`config.mk`:
```
export PLATFORM = sky130hd
export DESIGN_NAME = mbus_seq
export DESIGN_NICKNAME = d
export VERILOG_FILES = /design/src/rtl/mbus_pkg.sv /design/src/rtl/mbus_ctrl.sv /design/src/rtl/mbus_dpath.sv /design/src/rtl/mbus_drive.sv /design/src/rtl/mbus_seq.sv
export SDC_FILE = /design/constraint.sdc
export NUM_CORES = 1
export LEC_CHECK = 0
export BUFFER_PORTS_ARGS = -buffer_cell sky130_fd_sc_hd__buf_2
export CORE_ASPECT_RATIO = 0.7
export CORE_UTILIZATION = 47
export DETAILED_ROUTE_END_ITERATION = 7
export GPL_ROUTABILITY_DRIVEN = 1
export GPL_TIMING_DRIVEN = 0
export PLACE_DENSITY = 0.82
export RECOVER_POWER = 100
export SLEW_MARGIN = 20
export SYNTH_ARGS = -nofsm -noshare
export SYNTH_HDL_FRONTEND = slang
export SYNTH_SLANG_ARGS = --single-unit
```
`constraint.sdc`:
```
create_clock -name clk_i -period 1.7 [get_ports clk_i]
set_clock_uncertainty 0.2 [all_clocks]
set_input_delay 0.085 -clock clk_i [delete_from_list [all_inputs] [get_ports clk_i]]
set_output_delay 0.085 -clock clk_i [all_outputs]
set_load 0.01 [all_outputs]
```
`src/rtl/mbus_pkg.sv`:
```
package mbus_pkg;
  typedef enum logic [2:0] {
    ST_TI = 3'd0,
    ST_T1 = 3'd1,
    ST_T2 = 3'd2,
    ST_T3 = 3'd3,
    ST_TW = 3'd4,
    ST_T4 = 3'd5
  } bus_state_e;

  typedef struct packed {
    logic write;
    logic io;
    logic inta;
    logic bhe_n;
  } cyc_kind_t;
endpackage

```
`src/rtl/mbus_ctrl.sv`:
```
module mbus_ctrl
  import mbus_pkg::*;
(
  input  logic       clk_i,
  input  logic       rst_ni,
  input  logic       req_i,
  input  logic       req_inta_i,
  input  logic       ready_i,
  output bus_state_e state_o,
  output logic       start_o,
  output logic       capture_o,
  output logic       done_o
);
  bus_state_e state_q, state_d;
  logic       inta_first_q;

  // a new request is taken from idle, or from the T4 that closes a transfer
  assign start_o   = req_i && (state_q == ST_TI || (state_q == ST_T4 && !inta_first_q));
  assign capture_o = (state_q == ST_T3 || state_q == ST_TW) && ready_i;
  assign done_o    = (state_q == ST_T4) && !inta_first_q;
  assign state_o   = state_q;

  always_comb begin
    state_d = state_q;
    unique case (state_q)
      ST_TI: if (start_o) state_d = ST_T1;
      ST_T1: state_d = ST_T2;
      ST_T2: state_d = ST_T3;
      ST_T3, ST_TW: state_d = ready_i ? ST_T4 : ST_TW;
      ST_T4: state_d = (inta_first_q || start_o) ? ST_T1 : ST_TI;
      default: state_d = ST_TI;
    endcase
  end

  always_ff @(posedge clk_i or negedge rst_ni) begin
    if (!rst_ni) begin
      state_q      <= ST_TI;
      inta_first_q <= 1'b0;
    end else begin
      state_q <= state_d;
      if (start_o)                inta_first_q <= req_inta_i;
      else if (state_q == ST_T4)  inta_first_q <= 1'b0;
    end
  end


  t1_then_t2_chk: assert property (@(posedge clk_i) disable iff (!rst_ni)
    (state_q == ST_T1) |=> (state_q == ST_T2));

  done_single_chk: assert property (@(posedge clk_i) disable iff (!rst_ni)
    done_o |=> !done_o);

  ready_low_waits_chk: assert property (@(posedge clk_i) disable iff (!rst_ni)
    ((state_q == ST_T3 || state_q == ST_TW) && !ready_i) |=> (state_q == ST_TW));
endmodule

```
`src/rtl/mbus_dpath.sv`:
```
module mbus_dpath
  import mbus_pkg::*;
#(
  parameter int ADDR_W = 20,
  parameter int DATA_W = 16
) (
  input  logic              clk_i,
  input  logic              rst_ni,
  input  logic              start_i,
  input  logic              capture_i,
  input  logic [ADDR_W-1:0] req_addr_i,
  input  logic              req_write_i,
  input  logic              req_io_i,
  input  logic              req_inta_i,
  input  logic              req_bhe_n_i,
  input  logic [DATA_W-1:0] req_wdata_i,
  input  logic [DATA_W-1:0] ad_i,
  output logic [ADDR_W-1:0] addr_o,
  output logic [DATA_W-1:0] wdata_o,
  output cyc_kind_t         kind_o,
  output logic [DATA_W-1:0] rdata_o
);
  localparam int TYPE_W = 8;

  logic [DATA_W-1:0] rdata_q;

  always_ff @(posedge clk_i or negedge rst_ni) begin
    if (!rst_ni) begin
      addr_o  <= '0;
      wdata_o <= '0;
      kind_o  <= '{write: 1'b0, io: 1'b0, inta: 1'b0, bhe_n: 1'b1};
      rdata_q <= '0;
    end else begin
      if (start_i) begin
        addr_o  <= req_addr_i;
        wdata_o <= req_wdata_i;
        kind_o  <= '{write: req_write_i && !req_inta_i, io: req_io_i,
                     inta: req_inta_i, bhe_n: req_bhe_n_i};
      end
      if (capture_i) rdata_q <= ad_i;
    end
  end

  // the type byte arrives on the low lanes only
  assign rdata_o = kind_o.inta ? {{(DATA_W-TYPE_W){1'b0}}, rdata_q[TYPE_W-1:0]} : rdata_q;
endmodule

```
`src/rtl/mbus_drive.sv`:
```
module mbus_drive
  import mbus_pkg::*;
#(
  parameter int ADDR_W = 20,
  parameter int DATA_W = 16,
  localparam int HI_W  = ADDR_W - DATA_W
) (
  input  logic              clk_i,
  input  logic              rst_ni,
  input  bus_state_e        state_i,
  input  cyc_kind_t         kind_i,
  input  logic [ADDR_W-1:0] addr_i,
  input  logic [DATA_W-1:0] wdata_i,
  output logic [DATA_W-1:0] ad_o,
  output logic              ad_oe_o,
  output logic [HI_W-1:0]   a_hi_o,
  output logic              ale_o,
  output logic              bhe_n_o,
  output logic              mio_o,
  output logic              rd_n_o,
  output logic              wr_n_o,
  output logic              inta_n_o,
  output logic              dt_r_n_o,
  output logic              den_n_o
);
  logic in_t1, strobe_win, in_t4, in_cyc, addr_ph;

  assign in_t1      = (state_i == ST_T1);
  assign in_t4      = (state_i == ST_T4);
  assign strobe_win = (state_i == ST_T2) || (state_i == ST_T3) || (state_i == ST_TW);
  assign in_cyc     = (state_i != ST_TI);
  assign addr_ph    = in_t1 && !kind_i.inta;

  assign ale_o    = in_t1;
  assign rd_n_o   = !(strobe_win && !kind_i.write && !kind_i.inta);
  assign wr_n_o   = !(strobe_win && kind_i.write);
  assign inta_n_o = !(strobe_win && kind_i.inta);

  assign ad_oe_o  = addr_ph || (kind_i.write && (strobe_win || in_t4));
  assign ad_o     = addr_ph ? addr_i[DATA_W-1:0] : (ad_oe_o ? wdata_i : '0);
  assign a_hi_o   = addr_ph ? addr_i[ADDR_W-1:DATA_W] : '0;
  assign bhe_n_o  = addr_ph ? kind_i.bhe_n : 1'b1;
  assign mio_o    = in_cyc && !kind_i.io && !kind_i.inta;

  assign dt_r_n_o = in_cyc ? kind_i.write : 1'b1;
  assign den_n_o  = !(strobe_win || (in_t4 && kind_i.write));


  rd_wr_excl_chk: assert property (@(posedge clk_i) disable iff (!rst_ni)
    !(!rd_n_o && !wr_n_o));

  inta_float_chk: assert property (@(posedge clk_i) disable iff (!rst_ni)
    !inta_n_o |-> !ad_oe_o);

  ale_pulse_chk: assert property (@(posedge clk_i) disable iff (!rst_ni)
    ale_o |=> !ale_o && rd_n_o == 1'b0 || wr_n_o == 1'b0 || inta_n_o == 1'b0);

  wr_drives_chk: assert property (@(posedge clk_i) disable iff (!rst_ni)
    !wr_n_o |=> ad_oe_o);
endmodule

```
`src/rtl/mbus_seq.sv`:
```
module mbus_seq
  import mbus_pkg::*;
#(
  parameter int ADDR_W = 20,
  parameter int DATA_W = 16,
  localparam int HI_W  = ADDR_W - DATA_W
) (
  input  logic              clk_i,
  input  logic              rst_ni,
  input  logic              req_i,
  input  logic [ADDR_W-1:0] req_addr_i,
  input  logic              req_write_i,
  input  logic              req_io_i,
  input  logic              req_inta_i,
  input  logic              req_bhe_n_i,
  input  logic [DATA_W-1:0] req_wdata_i,
  output logic              req_ack_o,
  output logic              done_o,
  output logic [DATA_W-1:0] rdata_o,
  input  logic              ready_i,
  input  logic [DATA_W-1:0] ad_i,
  output logic [DATA_W-1:0] ad_o,
  output logic              ad_oe_o,
  output logic [HI_W-1:0]   a_hi_o,
  output logic              ale_o,
  output logic              bhe_n_o,
  output logic              mio_o,
  output logic              rd_n_o,
  output logic              wr_n_o,
  output logic              inta_n_o,
  output logic              dt_r_n_o,
  output logic              den_n_o
);
  bus_state_e        state;
  logic              start, capture;
  logic [ADDR_W-1:0] addr;
  logic [DATA_W-1:0] wdata;
  cyc_kind_t         kind;

  assign req_ack_o = start;

  mbus_ctrl u_ctrl (
    .clk_i, .rst_ni, .req_i, .req_inta_i, .ready_i,
    .state_o(state), .start_o(start), .capture_o(capture), .done_o(done_o)
  );

  mbus_dpath #(.ADDR_W(ADDR_W), .DATA_W(DATA_W)) u_dpath (
    .clk_i, .rst_ni, .start_i(start), .capture_i(capture),
    .req_addr_i, .req_write_i, .req_io_i, .req_inta_i, .req_bhe_n_i, .req_wdata_i,
    .ad_i, .addr_o(addr), .wdata_o(wdata), .kind_o(kind), .rdata_o(rdata_o)
  );

  mbus_drive #(.ADDR_W(ADDR_W), .DATA_W(DATA_W)) u_drive (
    .clk_i, .rst_ni, .state_i(state), .kind_i(kind), .addr_i(addr), .wdata_i(wdata),
    .ad_o, .ad_oe_o, .a_hi_o, .ale_o, .bhe_n_o, .mio_o,
    .rd_n_o, .wr_n_o, .inta_n_o, .dt_r_n_o, .den_n_o
  );


  ack_idle_or_t4_chk: assert property (@(posedge clk_i) disable iff (!rst_ni)
    req_ack_o |=> ale_o);
endmodule

```
==> results.toml, run 1 <==
[routing]
vias_per_cell = 6.57
drt_iter0_markers = 515
remaining_drc_errors = 0
routed_wl_um = 16600
wl_per_cell_um = 26.1
detail-route-antenna-nets = 0
vias = 4169
firstDrtPassIters = 7

[logic_synthesis]
yosysTopAreaCell = "dfrtp_1"
yosys-top-cells-area = "dfrtp_1, o22a_1, nor3b_2"
yosysWarnings = 0
synthCells = 314
syn_area_sq_um = 3660
synth_edf_count = 0
ys_seq_area_share_pct = 41.0
synth_top_area_share_pct = 40.3
syn_nets = 374
synth_flop_cell = "dfrtp_1"
synth_cell_types = 38
ys_ff_latch = 60
avgSynthCellArea_sq_um = 11.7
synth-async-reset-ratio_pct = 100

[placement]
routabilityCongestion = 0.794
placed_cells = 519
hpwlAfterDp_um = 7060
numPortBuffers = 106

[power_and_ir_drop]
vdd_drop_max_v = 0.000853
pwr_density_cell_nw_per_um2 = 1830
sw_frac_of_total_pct = 41.4
leakagePower_nw = 2.99
fin_total_pwr_mw = 11.1
p_sw_mw = 4.58
power_frac_comb_pct = 61.0
internal_power_mw = 6.48
pwr-share-seq_pct = 24.2
p_clk_share_pct = 14.7

[timing]
holdWs_ns = 0.231
worst_pin_slew_ns = 0.795
hold_viol = 0
fmax_mhz = 445
finalSetupViolCount = 87
fin_crit_ns = 2.25
slew_headroom_pct = 47.0
slew_violations = 0
period_share_pct = 132
rsz0062_at_grt = "true"
layout_setup_ws_ns = -0.546

[floorplanning]
die_area_sq_um = 8150
num_rows = 26
initial_utilization_pct = 49.4
io_pins = 107
die_w_um = 108
die_y_um = 75.9
core_sq_um = 7420

[hold_path]
hp-class = "input pin to flip-flop"
hp-start = "req_i"
whs_path_depth = 4
min_delay_worst_endpoint = "u_dpath.addr_o[3]"

[final_layout]
layout-drive-gt1-share_pct = 52.7
area_delta_synth_final_pct = 64.9
n_antenna_cell = 0
nets = 592
stdcell_count = 635

[cts]
cts_buffers = 9
cts_root_buffer = "clkbuf_8"
clockBufferDepth = 2
cts_tree = "yes"
cts.sinks = 60
clk_pin_slew_ns = 0.09
htree_levels = 3
clk_latency_ns = 0.37

[global_routing]
grt_pass1_vias = 3692
grt_pass1_wl_um = 20500
grt_antenna_before_repair = 0
grtUsageTotal_pct = 34.1
grt.overflow.total = 0
grt_start_max_net_pins = 56

[setup_path]
r2r_start = "u_ctrl.state_o[2]"
critPathKind = "flip-flop to output port"
crit_arrival_ns = 1.96
worstPathRequired_ns = 1.41
r2r-end = "u_dpath.kind_o[3]"
crit_path_start_kind = "flip-flop"
r2r_setup_slack_ns = -0.37
crit_path_end_kind = "output port"
reg2reg_depth = 9
worst-path-max-fanout = 9

[outcome]
outcome = "finished, violations left"
violations = "negative setup slack"

[flow_run]
cap_violations = 0
==> worst max-delay path: stages (launching register included) <==
cell	delay (ns)
dfrtp_1	0.42
buf_6	0.16
nor3b_4	0.22
and2b_4	0.29
buf_4	0.19
a22o_1	0.16
buf_2	0.15
==> cells by family after synthesis <==
logic type                after synthesis  synth area share [%]
and+or+nand+nor                        82                  19.2
AOI/OAI and AO/OA                     106                  25.0
xor gates and xnor gates                1                 0.239
muxes                                  17                  6.22
DFF                                    60                  41.0
buffers and inverters                  48                  8.27
==> repair_timing <==
item,in CTS,in global routing
resized for setup,75,54
buffers inserted,13,19
pin swaps,47,37
gates cloned,7,3
endpoints found under the hold margin,118,0
setup endpoints to repair,80,89
hold buffers,60,0
==> metal layers <==
metal | wire [um] | share of wire (%) | up-vias | global-route usage (%)
li1 | - | - | 1626 | -
met1 | 6120 | 37 | 2024 | 43.1
met2 | 7430 | 45 | 385 | 53.9
met3 | 1970 | 12 | 132 | 12.1
met4 | 991 | 6.0 | 2 | 12.6
met5 | 65 | 0.39 | - | 5.95
==> per-stage QoR <==
stage / TNS (ns) / worst slack, ns / utilization, % / cell area [sq um]
after CTS: -12.25 / -0.339 / 76.3 / 5660
after global placement: -5.78 / -0.229 / 58.2 / 4320
after floorplan: 0 / 0.0397 / - / 3660
after global routing: -29.29 / -0.525 / 81.4 / 6040
final: -28.12 / -0.546 / 81.4 / 6040
after detailed placement: -7.00 / -0.226 / 58.6 / 4350
==> flip-flops by register name (all words and copies together), names as in the netlist <==
name,count
u_dpath.addr_o,20
u_dpath.wdata_o,16
u_ctrl.inta_first_q,1
u_dpath.kind_o,4
u_ctrl.state_o,3
u_dpath.rdata_q,16
==> power by group through the flow <==
stage                     registers, mW  clock network (mW)  logic (mW)
after floorplan                    2.34                   0        3.40
after global placement             2.48                   0        4.33
after detailed placement           2.53                   0        4.49
after CTS                          2.52                1.54        5.41
after global routing               2.70                1.65        6.98
final                              2.68                1.63        6.75
==> placed cells by master, fill, tap and decap left out, types with 2 or more instances in the layout <==
| master | netlist | final |
|---|---|---|
| bufinv_16 | 0 | 2 |
| a21oi_1 | 2 | 2 |
| nand2_1 | 5 | 5 |
| clkbuf_16 | 0 | 2 |
| buf_12 | 0 | 5 |
| o22a_1 | 76 | 76 |
| mux2_2 | 6 | 5 |
| clkbuf_2 | 0 | 3 |
| clkbuf_4 | 0 | 6 |
| clkinv_2 | 0 | 2 |
| nor2_4 | 0 | 2 |
| buf_8 | 0 | 10 |
| a22o_1 | 16 | 16 |
| and3b_1 | 3 | 2 |
| dfrtp_1 | 59 | 58 |
| nor3b_2 | 32 | 32 |
| nand2b_1 | 6 | 5 |
| and2_4 | 0 | 4 |
| buf_6 | 9 | 24 |
| or2_2 | 3 | 2 |
| clkbuf_8 | 0 | 14 |
| dlygate4sd3_1 | 0 | 60 |
| nor2_1 | 5 | 3 |
| nor2b_1 | 9 | 8 |
| inv_1 | 5 | 5 |
| mux2_4 | 10 | 11 |
| buf_2 | 8 | 101 |
| buf_4 | 12 | 31 |
| buf_16 | 0 | 5 |
| nor3b_4 | 0 | 7 |
==> worst max-delay path by stage <==
stage | from | to | slack, ns
2_1_floorplan | u_ctrl.state_o[1] | u_dpath.rdata_q[10] | 0.04
3_3_place_gp | u_ctrl.state_o[1] | ad_o[14] | -0.23
3_5_place_dp | u_ctrl.state_o[1] | ad_o[14] | -0.23
4_1_cts | u_ctrl.state_o[0] | ad_o[14] | -0.34
5_1_grt | u_ctrl.state_o[1] | ad_o[3] | -0.52
6_report | u_ctrl.state_o[1] | ad_o[3] | -0.55
==> area by class of cell <==
cell class / instances / area, sq um
clock buffer: 12 / 165
timing repair buffer: 208 / 1700
buffer: 42 / 442
tap: 98 / 123
clock inverter: 4 / 70.1
sequential: 60 / 1500
multi-input combinational: 206 / 2020
fill: 359 / 1380
inverter: 5 / 18.8
==> synth_stat cells, types with 5 or more instances <==
cell type,n
a22o_1,16
and2_1,5
buf_2,8
buf_4,12
buf_6,9
clkbuf_1,14
dfrtp_1,59
inv_1,5
mux2_2,6
mux2_4,10
nand2_1,5
nand2b_1,6
nor2_1,5
nor2b_1,9
nor3b_1,8
nor3b_2,32
o22a_1,76
No activity file was read; power rests on OpenSTA's default activity.
==> run 2: changes to the inputs <==
--- a/config.mk
+++ b/config.mk
@@ -7,13 +7,14 @@
 export LEC_CHECK = 0
 export BUFFER_PORTS_ARGS = -buffer_cell sky130_fd_sc_hd__buf_2
 export CORE_ASPECT_RATIO = 0.7
-export CORE_UTILIZATION = 47
+export CORE_UTILIZATION = 45
 export DETAILED_ROUTE_END_ITERATION = 7
-export GPL_ROUTABILITY_DRIVEN = 1
 export GPL_TIMING_DRIVEN = 0
+export HOLD_SLACK_MARGIN = 0.08
 export PLACE_DENSITY = 0.82
 export RECOVER_POWER = 100
 export SLEW_MARGIN = 20
 export SYNTH_ARGS = -nofsm -noshare
 export SYNTH_HDL_FRONTEND = slang
+export SYNTH_HIERARCHICAL = 1
 export SYNTH_SLANG_ARGS = --single-unit
==> run 2 against run 1 <==
  * Count of clock-buffer cells in the layout increased by 1
  * Sequential cell count unchanged
  * Die area decreased by 12%
  * Critical endpoint is now ad_o[1]
  * The run still ends with negative setup slack left
  * Routed wire length decreased by 46%
  * Critical path type unchanged
  * Total power decreased by 18%
==> results.toml, run 2 <==
[cts]
clk_latency_ns = 0.34
clk_pin_slew_ns = 0.06
cts_buffers = 9
cts.sinks = 60
cts_tree = "yes"
clockBufferDepth = 2
htree_levels = 3
cts_root_buffer = "clkbuf_8"

[global_routing]
grtUsageMet2_pct = 42.9
grt_pass1_wl_um = 13200
grtUsageTotal_pct = 25.0
grt_antenna_before_repair = 0
grt_pass1_vias = 2625
grt_start_max_net_pins = 61
grt.overflow.total = 0
busiest_layer = "met2"
met1_usage_pct = 31.4
met3_usage_pct = 5.93

[setup_path]
crit_path_end_kind = "output port"
critPathKind = "flip-flop to output port"
worstPathRequired_ns = 1.41
worst-path-max-fanout = 5
crit_path_start_kind = "flip-flop"
r2r_setup_slack_ns = -0.26
crit_arrival_ns = 1.69

[floorplanning]
die_area_sq_um = 7170
initial_utilization_pct = 48.1
io_pins = 107
die_y_um = 71.2
num_rows = 24
core_sq_um = 6400
die_w_um = 101

[final_layout]
area_delta_synth_final_pct = 66.2
final_common_cell = "buf_2"
nets = 478
largest-register = "u_dpath/addr_o"
final_area_sq_um = 5110
n_antenna_cell = 0
largest_reg_flops = 20
final_cell_mix = "buf_2, dlygate4sd3_1, dfrtp_1, mux2_4, buf_6"
top_regs = "u_dpath/addr_o: 20 flops, u_dpath/rdata_q: 16 flops, u_dpath/wdata_o: 16 flops"
layout-drive-gt1-share_pct = 56.7

[routing]
detail-route-antenna-nets = 0
vias_per_cell = 4.92
wl_per_cell_um = 17.3
remaining_drc_errors = 0
firstDrtPassIters = 4
routed_wl_um = 8880
drt_iter0_markers = 98
vias = 2530

[logic_synthesis]
synth_edf_count = 0
yosys-top-cells-area = "dfrtp_1, mux2_4, a32o_1"
synthCells = 209
yosysWarnings = 6
ys_ff_latch = 60
syn_nets = 269
synth_flop_cell = "dfrtp_1"
synth_most_common_cell = "dfrtp_1"
syn_area_sq_um = 3070
ys_seq_area_share_pct = 48.9
yosysTopAreaCell = "dfrtp_1"
synth-async-reset-ratio_pct = 100
synth_top_area_share_pct = 48.0
synth_cell_types = 38
yosys-top-cells-count = "dfrtp_1, mux2_4, a32o_1"
avgSynthCellArea_sq_um = 14.7

[outcome]
outcome = "finished, violations left"
violations = "negative setup slack"

[placement]
hpwlAfterDp_um = 4640
pre_cts_slack_ns = -0.297
place_area_sq_um = 3740
numPortBuffers = 106
routabilityCongestion = 0.742

[power_and_ir_drop]
vdd_drop_max_v = 0.000853
pwr_density_cell_nw_per_um2 = 1780
leakagePower_nw = 2.44

[timing]
period_share_pct = 116
fin_crit_ns = 1.97
fmax_mhz = 507
finalSetupViolCount = 87
setup_tns_ns = -19.34
slew_headroom_pct = 43.6
slew_violations = 0
hold_viol = 0
layout_setup_ws_ns = -0.273
rsz0062_at_grt = "true"
worst_pin_slew_ns = 0.846

[flow_run]
cap_violations = 0

[hold_path]
hp-class = "input pin to asynchronous set/reset pin"
==> run 2: cell count changes after synthesis, moves of 6 or more <==
| cell | delta |
|---|---|
| mux2_4 | +38 |
| o22a_1 | -76 |
| nor3b_1 | -6 |
| clkbuf_1 | -12 |
| nor3b_2 | -32 |
| buf_2 | -6 |
| a22o_1 | -15 |
| a32o_1 | +16 |
==> run 2: timing repair <==
item,CTS,global route
endpoints found under the setup margin,83,87
hold buffers,59,0
cloned,5,4
setup buffers,18,8
gates resized for setup,53,15
hold endpoints to repair,118,0
pin swaps,7,15
==> run 2: logic make-up (layout without fill, tap and decap cells) <==
group                  Yosys count  in the layout  share of synthesized area [%]
AND/OR/NAND/NOR                 37             37                           8.22
buffers and inverters           25            239                           7.57
flip-flops                      60             60                           48.9
XOR/XNOR                         2              2                          0.814
multiplexers                    55             55                           26.0
AO/OA/AOI/OAI                   30             30                           8.51
==> run 2: worst max-delay path, cell delays in order (launching register included) <==
cell and delay, ns:
dfrtp_2 0.44, nor4b_4 0.27, buf_6 0.16, buf_12 0.11, buf_8 0.10, a32o_2 0.16
buf_6 0.11
==> run 2: where the power goes <==
group / total [mW] / internal, mW / switching (mW)
clock: 1.09 / 0.562 / 0.531
combinational: 5.33 / 3.25 / 2.08
sequential: 2.66 / 2.19 / 0.478
==> run 2: path summary, 6_finish.rpt <==
check                                    start                  end  depth (start not counted)
setup reg to reg             u_ctrl/state_o[1]   u_dpath/wdata_o[2]                          7
hold / removal                          rst_ni   u_dpath/rdata_q[6]                          2
max in group asynchronous               rst_ni    u_ctrl/state_o[1]                          2
min in group clk_i              req_wdata_i[9]   u_dpath/wdata_o[9]                          3
hold reg to reg            u_dpath/rdata_q[11]  u_dpath/rdata_q[11]                          1
setup / recovery             u_ctrl/state_o[2]              ad_o[1]                          6
==> run 2: per-stage QoR <==
step / hold slack, ns / utilization [%] / instances / total power, mW
4_1_cts: 0.197 / 77.9 / 504 / 8.77
5_1_grt: 0.292 / 79.9 / 514 / 9.56
2_1_floorplan: -0.411 / - / 209 / 5.42
6_report: 0.231 / 79.9 / 514 / 9.08
3_3_place_gp: 0.115 / 58.4 / 406 / 6.35
3_5_place_dp: 0.0100 / 58.5 / 406 / 6.47
==> run 2: routing by layer <==
| metal | share of wire [%] | wire, um |
|---|---|---|
| met1 | 44 | 3920 |
| met2 | 50 | 4460 |
| met3 | 4.5 | 398 |
| met4 | 1.3 | 112 |
| met5 | 0 | 0 |
==> run 2: area by class of cell <==
class                   instances  area (sq um)
fillers                       380          1290
clock buffers                  13           149
flip-flops and latches         60          1510
repair buffers                199          1610
plain buffers                  21           258
well taps                      91           114
inverters                       3          11.3
clock inverters                 3          15.0
multi-input cells             124          1440
